File: src/rtl/pirq_router_pkg.sv
package pirq_router_pkg;

   localparam int unsigned SCI_LINE_W = 5;
   localparam logic [SCI_LINE_W-1:0] SCI_LINE_RESET = 5'd9;

   typedef struct packed {
      logic                  valid;
      logic [SCI_LINE_W-1:0] line;
   } sci_pick_t;

   // control byte bits 2:0 -> global line; codes 3,6,7 are reserved
   function automatic sci_pick_t decode_sci_code(input logic [2:0] code);
      sci_pick_t p;
      p.valid = 1'b1;
      case (code)
         3'd0:    p.line = 5'd9;
         3'd1:    p.line = 5'd10;
         3'd2:    p.line = 5'd11;
         3'd4:    p.line = 5'd20;
         3'd5:    p.line = 5'd21;
         default: begin
            p.valid = 1'b0;
            p.line  = '0;
         end
      endcase
      return p;
   endfunction

endpackage

File: src/rtl/pirq_route_regs.sv
module pirq_route_regs #(
   parameter int unsigned NUM_PIRQ   = 8,
   parameter int unsigned ADDR_W     = 4,
   parameter int unsigned IRQ_W      = 4,
   parameter int unsigned GRP_A_BASE = 0,
   parameter int unsigned GRP_B_BASE = 8
) (
   input  logic                              clk,
   input  logic                              rst_n,
   input  logic                              wr_en,
   input  logic [ADDR_W-1:0]                 wr_addr,
   input  logic                              wr_dis,
   input  logic [IRQ_W-1:0]                  wr_irq,
   output logic [NUM_PIRQ-1:0]               route_dis,
   output logic [NUM_PIRQ-1:0][IRQ_W-1:0]    route_irq
);

   localparam int unsigned GRP_SIZE = 4;

   if (NUM_PIRQ > 2 * GRP_SIZE) begin : g_bad_count
      $error("pirq_route_regs: at most two groups of four PIRQs");
   end
   if (GRP_B_BASE < GRP_A_BASE + GRP_SIZE) begin : g_bad_base
      $error("pirq_route_regs: route groups overlap");
   end

   logic [NUM_PIRQ-1:0] slot_hit;

   for (genvar n = 0; n < NUM_PIRQ; n++) begin : g_slot
      localparam int unsigned SLOT_INT =
         (n < GRP_SIZE) ? (GRP_A_BASE + n) : (GRP_B_BASE + n - GRP_SIZE);
      localparam logic [ADDR_W-1:0] SLOT_ADDR = ADDR_W'(SLOT_INT);

      assign slot_hit[n] = wr_en && (wr_addr == SLOT_ADDR);

      always_ff @(posedge clk or negedge rst_n) begin
         if (!rst_n) begin
            route_dis[n] <= 1'b1;
            route_irq[n] <= '0;
         end else if (slot_hit[n]) begin
            route_dis[n] <= wr_dis;
            route_irq[n] <= wr_irq;
         end
      end
   end

   // a write that hits no route slot leaves every route untouched
   p_miss_keeps_routes_r9: assert property (@(posedge clk) disable iff (!rst_n)
      (wr_en && (slot_hit == '0)) |=> ($stable(route_dis) && $stable(route_irq)));

endmodule

File: src/rtl/pirq_legacy_mux.sv
module pirq_legacy_mux #(
   parameter int unsigned NUM_PIRQ    = 8,
   parameter int unsigned LEGACY_PINS = 16,
   parameter int unsigned IRQ_W       = 4
) (
   input  logic [NUM_PIRQ-1:0]            pirq,
   input  logic [NUM_PIRQ-1:0]            route_dis,
   input  logic [NUM_PIRQ-1:0][IRQ_W-1:0] route_irq,
   output logic [LEGACY_PINS-1:0]         legacy
);

   if (LEGACY_PINS > (1 << IRQ_W)) begin : g_bad_width
      $error("pirq_legacy_mux: pin field too narrow for legacy pin count");
   end

   for (genvar p = 0; p < LEGACY_PINS; p++) begin : g_pin
      localparam logic [IRQ_W-1:0] PIN_ID = IRQ_W'(p);
      always_comb begin
         legacy[p] = 1'b0;
         for (int n = 0; n < NUM_PIRQ; n++) begin
            if (pirq[n] && !route_dis[n] && (route_irq[n] == PIN_ID))
               legacy[p] = 1'b1;
         end
      end
   end

endmodule

File: src/rtl/pirq_sci_steer.sv
module pirq_sci_steer
   import pirq_router_pkg::*;
#(
   parameter int unsigned GSI_LINES = 24,
   parameter int unsigned ADDR_W    = 4,
   parameter int unsigned CTRL_ADDR = 12
) (
   input  logic                 clk,
   input  logic                 rst_n,
   input  logic                 wr_en,
   input  logic [ADDR_W-1:0]    wr_addr,
   input  logic [2:0]           wr_code,
   input  logic                 sci_in,
   output logic [GSI_LINES-1:0] sci_vec
);

   localparam logic [ADDR_W-1:0] CTRL_A = ADDR_W'(CTRL_ADDR);

   if (GSI_LINES < 22) begin : g_bad_lines
      $error("pirq_sci_steer: SCI targets need at least 22 lines");
   end

   sci_pick_t             pick;
   logic                  ctrl_wr;
   logic                  move;
   logic [SCI_LINE_W-1:0] line_q;
   logic                  gap_q;

   assign pick    = decode_sci_code(wr_code);
   assign ctrl_wr = wr_en && (wr_addr == CTRL_A);
   assign move    = ctrl_wr && pick.valid && (pick.line != line_q);

   always_ff @(posedge clk or negedge rst_n) begin
      if (!rst_n) begin
         line_q <= SCI_LINE_RESET;
         gap_q  <= 1'b0;
      end else begin
         gap_q <= move;
         if (move) line_q <= pick.line;
      end
   end

   always_comb begin
      sci_vec = '0;
      if (sci_in && !gap_q) sci_vec[line_q] = 1'b1;
   end

   // reserved codes never move the SCI
   p_reserved_keeps_line_r5: assert property (@(posedge clk) disable iff (!rst_n)
      (ctrl_wr && !pick.valid) |=> $stable(line_q));

   // break before make when the line changes
   p_gap_on_move_r7: assert property (@(posedge clk) disable iff (!rst_n)
      move |=> (sci_vec == '0));

   // SCI sits on at most one line
   p_single_line_r6: assert property (@(posedge clk) disable iff (!rst_n)
      $onehot0(sci_vec));

endmodule

File: src/rtl/pirq_router.sv
module pirq_router #(
   parameter int unsigned NUM_PIRQ    = 8,
   parameter int unsigned LEGACY_PINS = 16,
   parameter int unsigned ADDR_W      = 4,
   parameter int unsigned GRP_A_BASE  = 0,
   parameter int unsigned GRP_B_BASE  = 8,
   parameter int unsigned CTRL_ADDR   = 12
) (
   input  logic                            clk,
   input  logic                            rst_n,
   input  logic [NUM_PIRQ-1:0]             pirq_in,
   input  logic                            sci_in,
   input  logic                            cfg_wr,
   input  logic [ADDR_W-1:0]               cfg_addr,
   input  logic [7:0]                      cfg_wdata,
   output logic [LEGACY_PINS+NUM_PIRQ-1:0] gsi_out
);

   localparam int unsigned GSI_LINES = LEGACY_PINS + NUM_PIRQ;
   localparam int unsigned IRQ_W     = $clog2(LEGACY_PINS);
   localparam int unsigned DIS_BIT   = 7;

   if (IRQ_W > DIS_BIT) begin : g_bad_field
      $error("pirq_router: pin field collides with disable bit");
   end

   logic [NUM_PIRQ-1:0]            route_dis;
   logic [NUM_PIRQ-1:0][IRQ_W-1:0] route_irq;
   logic [LEGACY_PINS-1:0]         legacy;
   logic [GSI_LINES-1:0]           sci_vec;
   logic [GSI_LINES-1:0]           gsi_next;
   logic                           live_q;
   logic                           unused_wdata;

   assign unused_wdata = ^cfg_wdata[DIS_BIT-1:IRQ_W];

   pirq_route_regs #(
      .NUM_PIRQ  (NUM_PIRQ),
      .ADDR_W    (ADDR_W),
      .IRQ_W     (IRQ_W),
      .GRP_A_BASE(GRP_A_BASE),
      .GRP_B_BASE(GRP_B_BASE)
   ) u_regs (
      .clk      (clk),
      .rst_n    (rst_n),
      .wr_en    (cfg_wr),
      .wr_addr  (cfg_addr),
      .wr_dis   (cfg_wdata[DIS_BIT]),
      .wr_irq   (cfg_wdata[IRQ_W-1:0]),
      .route_dis(route_dis),
      .route_irq(route_irq)
   );

   pirq_legacy_mux #(
      .NUM_PIRQ   (NUM_PIRQ),
      .LEGACY_PINS(LEGACY_PINS),
      .IRQ_W      (IRQ_W)
   ) u_mux (
      .pirq     (pirq_in),
      .route_dis(route_dis),
      .route_irq(route_irq),
      .legacy   (legacy)
   );

   pirq_sci_steer #(
      .GSI_LINES(GSI_LINES),
      .ADDR_W   (ADDR_W),
      .CTRL_ADDR(CTRL_ADDR)
   ) u_sci (
      .clk    (clk),
      .rst_n  (rst_n),
      .wr_en  (cfg_wr),
      .wr_addr(cfg_addr),
      .wr_code(cfg_wdata[2:0]),
      .sci_in (sci_in),
      .sci_vec(sci_vec)
   );

   assign gsi_next = {pirq_in, legacy} | sci_vec;

   always_ff @(posedge clk or negedge rst_n) begin
      if (!rst_n) begin
         gsi_out <= '0;
         live_q  <= 1'b0;
      end else begin
         gsi_out <= gsi_next;
         live_q  <= 1'b1;
      end
   end

   // each PIRQ reaches its fixed advanced line one clock later
   for (genvar n = 0; n < NUM_PIRQ; n++) begin : g_chk
      p_fixed_line_r3: assert property (@(posedge clk) disable iff (!rst_n)
         (live_q && $past(pirq_in[n])) |-> gsi_out[LEGACY_PINS+n]);
   end

endmodule

File: config.mk
export PLATFORM = sky130hd
export DESIGN_NAME = pirq_router
export DESIGN_NICKNAME = d
export VERILOG_FILES = /design/src/rtl/pirq_router_pkg.sv /design/src/rtl/pirq_route_regs.sv /design/src/rtl/pirq_legacy_mux.sv /design/src/rtl/pirq_sci_steer.sv /design/src/rtl/pirq_router.sv
export SDC_FILE = /design/constraint.sdc
export NUM_CORES = 1
export LEC_CHECK = 0
export BUFFER_PORTS_ARGS = -buffer_cell sky130_fd_sc_hd__buf_2
export CORE_MARGIN = 2
export CORE_UTILIZATION = 32
export CTS_BUF_LIST = sky130_fd_sc_hd__clkbuf_16
export DETAILED_ROUTE_END_ITERATION = 8
export PLACE_DENSITY_LB_ADDON = 0.3
export SLEW_MARGIN = 10
export SYNTH_ARGS = -nofsm -noshare
export SYNTH_HDL_FRONTEND = slang
export SYNTH_SLANG_ARGS = --single-unit
export TNS_END_PERCENT = 100
File: constraint.sdc
create_clock -name clk -period 2.44 [get_ports clk]
set_input_delay 0.488 -clock clk [delete_from_list [all_inputs] [get_ports clk]]
set_output_delay 0.488 -clock clk [all_outputs]
set_load 0.01 [all_outputs]
==> flow_summary.yaml, run 1 <==
outcome:
  outcome: "finished, final reports clean"
die:
  initial_core_util: 0.325
  die_h_microns: 114
  floorplan.rows: 40
  core-area_sq_mm: 0.0119
  dieArea_sq_mm: 0.0130
  die-width_microns: 114
  num_io_pins: 48
final_layout:
  syn2layout_area_growth_pct: 15.5
  n_fill_cell: 1241
  layout-drive-gt1-share: 0.265
  final_area_sq_mm: 0.00447
  nets: 464
  antennaDiodeCount: 0
cts:
  clockRootBuffer: "clkbuf_16"
  cts.sinks: 69
  cts_tree: "done"
  hold_buffers: 0
  post_cts_buffers: 0
  htree_levels: 3
  cts_buffer_depth: 2
  postCtsResizedCells: 0
  cts_buffers: 9
  clkTransAtPathRegs_ns: 0.06
  insertion_delay_ns: 0.33
synthesis:
  synth_area_leaders: "dfrtp_1 (38%), mux2_2 (9.9%), dfstp_2 (6.8%)"
  post-synth-top-count-cell: "dfrtp_1"
  synth_ff_type: "dfrtp_1"
  async_flop_share: 1.00
  avgSynthCellArea_sq_um: 9.68
  syn-instance-count: 400
  synth_nets: 424
  synth_edf_count: 0
  ys_ff_latch: 69
  synth_common_cells: "dfrtp_1 (59), nand2_1 (41), mux2_2 (34)"
  syn-cell-area_sq_mm: 0.00387
  yosysUniqueCellTypes: 53
  yosysTopAreaCellShare: 0.381
  ys_seq_area_frac: 0.449
  ys_warn_count: 0
  synth_top_area_cell: "dfrtp_1"
placement:
  gp_congestion: 1.02
  hpwlAfterDp_mm: 9.75
  dpl_cell_area_sq_mm: 0.00422
  io_buffers: 44
  place_ws_ns: 0.360
power:
  leakage_nw: 1.90
  power_density_mw_per_mm2: 868
  peakVddDrop_mv: 0.357
  power.total_w: 0.00388
detailed_routing:
  ant_nets: 0
  wl_per_cell_microns: 21.1
  wl_mm: 12.5
  drt-vias-per-instance: 5.68
  drc_errors: 0
  dr.pass1.iters: 5
  drtIter0Drc: 223
  vias: 3360
sta:
  tightest_slew_ns: 0.801
  slew_headroom: 0.458
  maxSlewViolCount: 0
  rsz0062_at_grt: "false"
  fin_tns_setup_ns: 0
  fmaxAchievable_mhz: 520
  hold_viol: 0
  skew_ns: 0.0111
  final.min_clock_period_ns: 1.92
  fin_ws_ns: 0.516
  fin_crit_sh: 0.788
  setup_viol: 0
  holdWs_ns: 0.152
worst_setup_path:
  crit_chain: "xor2_2 -> o32ai_2 -> a21oi_2 -> o21bai_2 -> a211o_2 -> mux2_4"
  cp_slowest_cell: "dfstp_2"
  worst-r2r-cell-count: 6
  crit_type: "flip-flop to flip-flop"
  critPathMaxStageDelay_ns: 0.67
  cp.arrival_ns: 2.18
  end_kind: "flip-flop"
  cp-start-kind: "flip-flop"
  cp.required_ns: 2.70
  worstPathMaxFanout: 10
grt:
  grt_pass1_wl_mm: 19.7
  grt_max_degree: 26
  antenna_found_initial: 0
  grt_usage: 0.202
  grt_pass1_vias: 3326
  overflow: 0
hold_path:
  hp-class: "input pin to async pin"
flow_run:
  maxCapViolations: 0
==> critical path: cells and delay by family (launching register included) <==
kind	cells	cell delay, ns
compound gates	4	0.71
flops	1	0.67
mux	1	0.30
xor+xnor	1	0.17
==> final timing paths <==
path,start,to,slack [ns]
setup / recovery,u_sci.line_q[0],u_sci.line_q[3],0.52
hold / removal,rst_n,u_sci.line_q[2],0.15
setup reg to reg,u_sci.line_q[0],u_sci.line_q[3],0.52
hold reg to reg,u_regs.route_irq[9],u_regs.route_irq[9],0.56
max in group asynchronous,rst_n,u_regs.route_dis[3],1.52
min in group clk,pirq_in[3],gsi_out[19],0.27
==> through the flow <==
stage	util	instances
floorplan	-	400
global placement	0.354	576
detailed placement	0.354	576
CTS	0.376	592
global route	0.376	592
finish	0.376	592
==> report_power, final <==
group | internal (W) | switching [W] | total [W]
clock | 0.000662 | 0.000449 | 0.00111
combinational | 0.000428 | 0.000593 | 0.00102
sequential | 0.00143 | 0.000320 | 0.00175
total | 0.00252 | 0.00136 | 0.00388
==> cell type report <==
class | instances | area (sq um) | share of cell area
Multi-Input combinational cell | 297 | 1970 | 0.441
Sequential cell | 69 | 1740 | 0.389
Timing Repair Buffer | 53 | 288 | 0.0643
Clock buffer | 9 | 225 | 0.0503
Tap cell | 147 | 184 | 0.0411
Inverter | 10 | 37.5 | 0.00839
Clock inverter | 7 | 27.5 | 0.00615
==> state kept, by name, indices dropped and copies added (netlist names) <==
signal and count:
u_regs.route_irq 32, gsi_out 24, u_regs.route_dis 8, u_sci.line_q 4, u_sci.gap_q 1
==> cells in the final DEF (no fill, tap or decap), types with 5 or more instances in the layout <==
master and instances:
nand3b_1 6, o21ai_0 14, buf_4 9, a31oi_1 5, nor2_1 30, buf_2 44, o22ai_1 13, nor3b_1 9
nand2b_1 14, a32oi_1 6, nand2_1 41, dfstp_2 10, a22oi_1 5, nor3_1 18, inv_1 13, nand3_1 17
dfrtp_1 59, clkbuf_16 9, mux2_2 34, a21oi_1 7, o32ai_1 5, nor2b_1 13
==> cells by family (layout without fill, tap and decap cells) <==
kind of cell,after synthesis,count (layout),share of synthesized area
AO/OA/AOI/OAI,85,85,0.159
XOR/XNOR,2,2,0.00646
flip-flops,69,69,0.449
buffers and inverters,34,79,0.0417
AND/OR/NAND/NOR,173,173,0.236
multiplexers,37,37,0.108
==> metal layers <==
metal | up-vias | routed length [microns] | track usage
li1 | 1561 | - | -
met1 | 1633 | 5720 | 0.281
met2 | 138 | 5640 | 0.310
met3 | 28 | 846 | 0.0499
met4 | 0 | 264 | 0.0659
met5 | - | 0 | 0
Note: power is estimated with default switching activity, not from simulation.
==> run 2, diff against run 1 <==
==> constraint.sdc (replaced) <==
create_clock -name clk -period 1.85 [get_ports clk]
set_input_delay 0.37 -clock clk [delete_from_list [all_inputs] [get_ports clk]]
set_output_delay 0.37 -clock clk [all_outputs]
set_load 0.01 [all_outputs]
==> flow_summary.yaml, run 2 (synthesis gave the netlist of run 1 again) <==
outcome:
  outcome: "finished, final reports clean"
placement:
  hpwlAfterDp_mm: 9.48
  place_ws_ns: -0.0284
  gp_congestion: 0.981
  io_buffers: 44
  placed_cells: 604
cts:
  clockRootBuffer: "clkbuf_16"
  clkTransAtPathRegs_ns: 0.05
  cts_tree: "done"
  cts_buffers: 9
  htree_levels: 3
  insertion_delay_ns: 0.35
  cts_buffer_depth: 2
  cts.sinks: 69
worst_setup_path:
  cp_num_buf_inv: 0
  cp_slowest_cell: "dfstp_2"
  timing.rr.start: "u_sci.line_q[0]"
  cp_top_family: "compound AO/OA/AOI/OAI gates"
  worst-r2r-cell-count: 6
  ff2ff_setup_slack_ns: 0.04
  cp.required_ns: 2.12
  end_kind: "flip-flop"
  crit_chain: "xor2_2 -> o32ai_2 -> a21oi_2 -> o21bai_2 -> a211o_4 -> mux2_4"
  worstPathMaxFanout: 4
  critPathMaxStageDelay_ns: 0.58
  cp-start-kind: "flip-flop"
  startpoint: "u_sci.line_q[0]"
  crit_type: "flip-flop to flip-flop"
  cp.arrival_ns: 2.08
  rr_endpoint: "u_sci.line_q[3]"
power:
  power_density_mw_per_mm2: 1140
  leakage_nw: 2.06
  peakVddDrop_mv: 0.421
flow_run:
  maxCapViolations: 0
sta:
  final.min_clock_period_ns: 1.81
  hold_viol: 0
  fmaxAchievable_mhz: 551
  rsz0062_at_grt: "true"
  holdWs_ns: 0.0480
  fin_tns_setup_ns: 0
  maxSlewViolCount: 0
  setup_viol: 0
  slew_headroom: 0.680
  fin_ws_ns: 0.0365
  tightest_slew_ns: 0.476
  skew_ns: 0.0108
  fin_crit_sh: 0.980
final_layout:
  final_common_cell: "dfrtp_1"
  largest_registers: "u_regs.route_irq: 32 flops, gsi_out: 24 flops, u_regs.route_dis: 8 flops"
  fin_cells: 620
  top_register: "u_regs.route_irq"
  antennaDiodeCount: 0
  layout-drive-gt1-share: 0.315
  n_fill_cell: 1180
  syn2layout_area_growth_pct: 22.5
  final_cell_mix: "dfrtp_1 (59), buf_2 (44), nand2_1 (41)"
  nets: 492
  largest_register_ff_count: 32
die:
  initial_core_util: 0.325
  core-area_sq_mm: 0.0119
  die-width_microns: 114
  dieArea_sq_mm: 0.0130
  floorplan.rows: 40
  num_io_pins: 48
  die_h_microns: 114
grt:
  grt_max_degree: 70
  grt_pass1_vias: 3323
  grt_usage: 0.200
  overflow: 0
  antenna_found_initial: 0
  grt_pass1_wl_mm: 19.2
detailed_routing:
  ant_nets: 0
  wl_mm: 12.4
  wl_per_cell_microns: 19.9
  vias: 3520
  dr.pass1.iters: 5
  drtIter0Drc: 327
  drc_errors: 0
  drt-vias-per-instance: 5.68
hold_path:
  hp-class: "input pin to async pin"
run 2: worst max path at each step:
stage                      endpoint  slack, ns  depth (start not counted)
finish              u_sci.line_q[3]       0.04                          6
global route        u_sci.line_q[3]     -0.005                          6
CTS                 u_sci.line_q[3]       0.03                          6
detailed placement  u_sci.line_q[3]      -0.03                          7
global placement    u_sci.line_q[3]     -0.005                          7
floorplan           u_sci.line_q[3]       0.06                          7
run 2: metal layers:
metal / up-vias / part of all wire / track usage
li1: 1620 / - / -
met3: 37 / 0.074 / 0.0409
met5: - / 0 / 0
met1: 1681 / 0.45 / 0.280
met4: 0 / 0.046 / 0.118
met2: 182 / 0.43 / 0.286
run 2: layout make-up:
| class | instances | area [sq um] | area share |
|---|---|---|---|
| Multi-Input combinational cell | 297 | 1990 | 0.420 |
| Sequential cell | 69 | 1740 | 0.367 |
| Timing Repair Buffer | 81 | 510 | 0.108 |
| Clock buffer | 9 | 225 | 0.0475 |
| Tap cell | 147 | 184 | 0.0388 |
| Clock inverter | 7 | 52.6 | 0.0111 |
| Inverter | 10 | 37.5 | 0.00792 |
run 2: where the power goes:
group / leakage [nW] / total (W) / internal (W) / switching, W
combinational: 1.08 / 0.00157 / 0.000685 / 0.000881
sequential: 0.838 / 0.00223 / 0.00189 / 0.000343
clock: 0.146 / 0.00162 / 0.00101 / 0.000610
total: 2.06 / 0.00542 / 0.00358 / 0.00183
run 2: through the flow:
step	utilization	area, sq um	power [W]
2_1_floorplan	-	3870	0.00311
4_1_cts	0.396	4720	0.00542
6_report	0.398	4740	0.00542
5_1_grt	0.398	4740	0.00572
3_5_place_dp	0.373	4440	0.00377
3_3_place_gp	0.373	4440	0.00375
run 2: what timing repair did:
| item | CTS | global route |
|---|---|---|
| hold buffers | 0 | 0 |
| resized for setup | 0 | 4 |
| hold endpoints to repair | 0 | 0 |
| setup endpoints to repair | 0 | 3 |
| setup buffers | 0 | 0 |
==> run 3, diff against run 2 <==
--- a/config.mk
+++ b/config.mk
@@ -5,12 +5,14 @@
 export SDC_FILE = /design/constraint.sdc
 export NUM_CORES = 1
 export LEC_CHECK = 0
+export ABC_AREA = 0
 export BUFFER_PORTS_ARGS = -buffer_cell sky130_fd_sc_hd__buf_2
 export CORE_MARGIN = 2
 export CORE_UTILIZATION = 32
 export CTS_BUF_LIST = sky130_fd_sc_hd__clkbuf_16
 export DETAILED_ROUTE_END_ITERATION = 8
 export PLACE_DENSITY_LB_ADDON = 0.3
+export SETUP_SLACK_MARGIN = 0.15
 export SLEW_MARGIN = 10
 export SYNTH_ARGS = -nofsm -noshare
 export SYNTH_HDL_FRONTEND = slang
==> flow_summary.yaml, run 3 (synthesis gave the netlist of run 1 again) <==
outcome:
  outcome: "finished, final reports clean"
final_layout:
  syn2layout_area_growth_pct: 26.0
  largest_register_ff_count: 32
  final_common_cell: "dfrtp_1"
  layout-drive-gt1-share: 0.373
  antennaDiodeCount: 0
  top_register: "u_regs.route_irq"
  final_area_sq_mm: 0.00488
  nets: 502
  largest_registers: "u_regs.route_irq: 32 flops, gsi_out: 24 flops, u_regs.route_dis: 8 flops"
  n_fill_cell: 1196
  final_cell_mix: "dfrtp_1 (58), buf_4 (45), buf_2 (44)"
cts:
  clkTransAtPathRegs_ns: 0.06
  insertion_delay_ns: 0.34
  hold_buffers: 0
  clockRootBuffer: "clkbuf_16"
  cts_buffers: 9
  htree_levels: 3
  cts_tree: "done"
  cts.sinks: 69
  cts_buffer_depth: 2
grt:
  grt_max_degree: 70
  grt_pass1_wl_mm: 20.1
  antenna_found_initial: 0
  overflow: 0
  grt_usage: 0.211
  grt_pass1_vias: 3449
worst_setup_path:
  cp_slowest_cell: "dfstp_2"
  critPathMaxStageDelay_ns: 0.58
  cp_num_buf_inv: 0
  end_kind: "flip-flop"
  worstPathMaxFanout: 5
  crit_chain: "xor2_2 -> o32ai_2 -> a21oi_2 -> o21bai_2 -> a211o_2 -> mux2_4"
  cp_top_family: "compound AO/OA/AOI/OAI gates"
  cp.required_ns: 2.12
  crit_type: "flip-flop to flip-flop"
  cp.arrival_ns: 2.04
  cp-start-kind: "flip-flop"
sta:
  maxSlewViolCount: 0
  tightest_slew_ns: 0.544
  rsz0062_at_grt: "true"
  fin_tns_setup_ns: 0
  skew_ns: 0.00560
  final.min_clock_period_ns: 1.76
  slew_headroom: 0.632
  setup_viol: 0
  fin_crit_sh: 0.954
  fin_ws_ns: 0.0852
  fmaxAchievable_mhz: 567
  hold_viol: 0
detailed_routing:
  wl_mm: 13.2
  vias: 3584
  ant_nets: 0
  wl_per_cell_microns: 21.0
  drtIter0Drc: 304
  drt-vias-per-instance: 5.69
  dr.pass1.iters: 5
  drc_errors: 0
die:
  die_h_microns: 114
  die-width_microns: 114
  dieArea_sq_mm: 0.0130
  initial_core_util: 0.325
  floorplan.rows: 40
  num_io_pins: 48
  core-area_sq_mm: 0.0119
flow_run:
  maxCapViolations: 0
placement:
  gp_congestion: 0.906
  hpwlAfterDp_mm: 10.2
  dpl_cell_area_sq_mm: 0.00448
  place_ws_ns: -0.0290
  io_buffers: 44
power:
  peakVddDrop_mv: 0.567
  power_density_mw_per_mm2: 1120
  leakage_nw: 2.13
  power.total_w: 0.00546
hold_path:
  hp-class: "input pin to async pin"
run 3: cell type report:
type	count	area, sq um	area share
clock inverters	7	28.8	0.00590
repair buffers	91	589	0.121
well taps	147	184	0.0377
flip-flops and latches	69	1740	0.357
inverters	10	41.3	0.00846
multi-input cells	297	2070	0.425
clock buffers	9	225	0.0461
run 3: power by group:
| group | switching [W] | total [W] | internal, W | leakage, nW |
|---|---|---|---|---|
| logic | 0.000943 | 0.00173 | 0.000784 | 1.15 |
| registers | 0.000345 | 0.00223 | 0.00189 | 0.837 |
| clock network | 0.000624 | 0.00150 | 0.000876 | 0.138 |
| total | 0.00191 | 0.00546 | 0.00355 | 2.13 |
run 3: final timing paths:
path	start	end	slack, ns	depth (start not counted)
max	u_sci.line_q[0]	u_sci.line_q[3]	0.09	6
min	rst_n	u_sci.line_q[2]	0.03	2
max reg2reg	u_sci.line_q[0]	u_sci.line_q[3]	0.09	6
min reg2reg	u_regs.route_irq[24]	u_regs.route_irq[24]	0.54	1
max in group asynchronous	rst_n	u_regs.route_dis[1]	1.47	2
min in group clk	pirq_in[2]	gsi_out[18]	0.15	1
run 3: per-stage QoR:
| stage | hold WS, ns | utilization | instances |
|---|---|---|---|
| after floorplan | 0.0744 | - | 400 |
| after global placement | 0.418 | 0.376 | 609 |
| after detailed placement | 0.427 | 0.376 | 609 |
| after CTS | 0.0614 | 0.401 | 627 |
| after global routing | 0.0748 | 0.410 | 630 |
| final | 0.0333 | 0.410 | 630 |
run 3: worst reg2reg max path, cell delays in order, from the launching register on:
cell and delay [ns]:
dfstp_2 0.58, xor2_2 0.16, o32ai_2 0.09, a21oi_2 0.16, o21bai_2 0.07, a211o_2 0.33
mux2_4 0.30
run 3: timing repair:
action / in CTS / in global routing
pin swaps: 4 / 8
buffers inserted: 2 / 3
resized for setup: 6 / 21
endpoints found under the setup margin: 7 / 10
run 3: layer usage:
layer  wire, microns  track usage  share of wire
met1            6340        0.297           0.48
met4             309       0.0846          0.023
met5               0            0              0
met2            6000        0.324           0.45
met3             564       0.0345          0.043
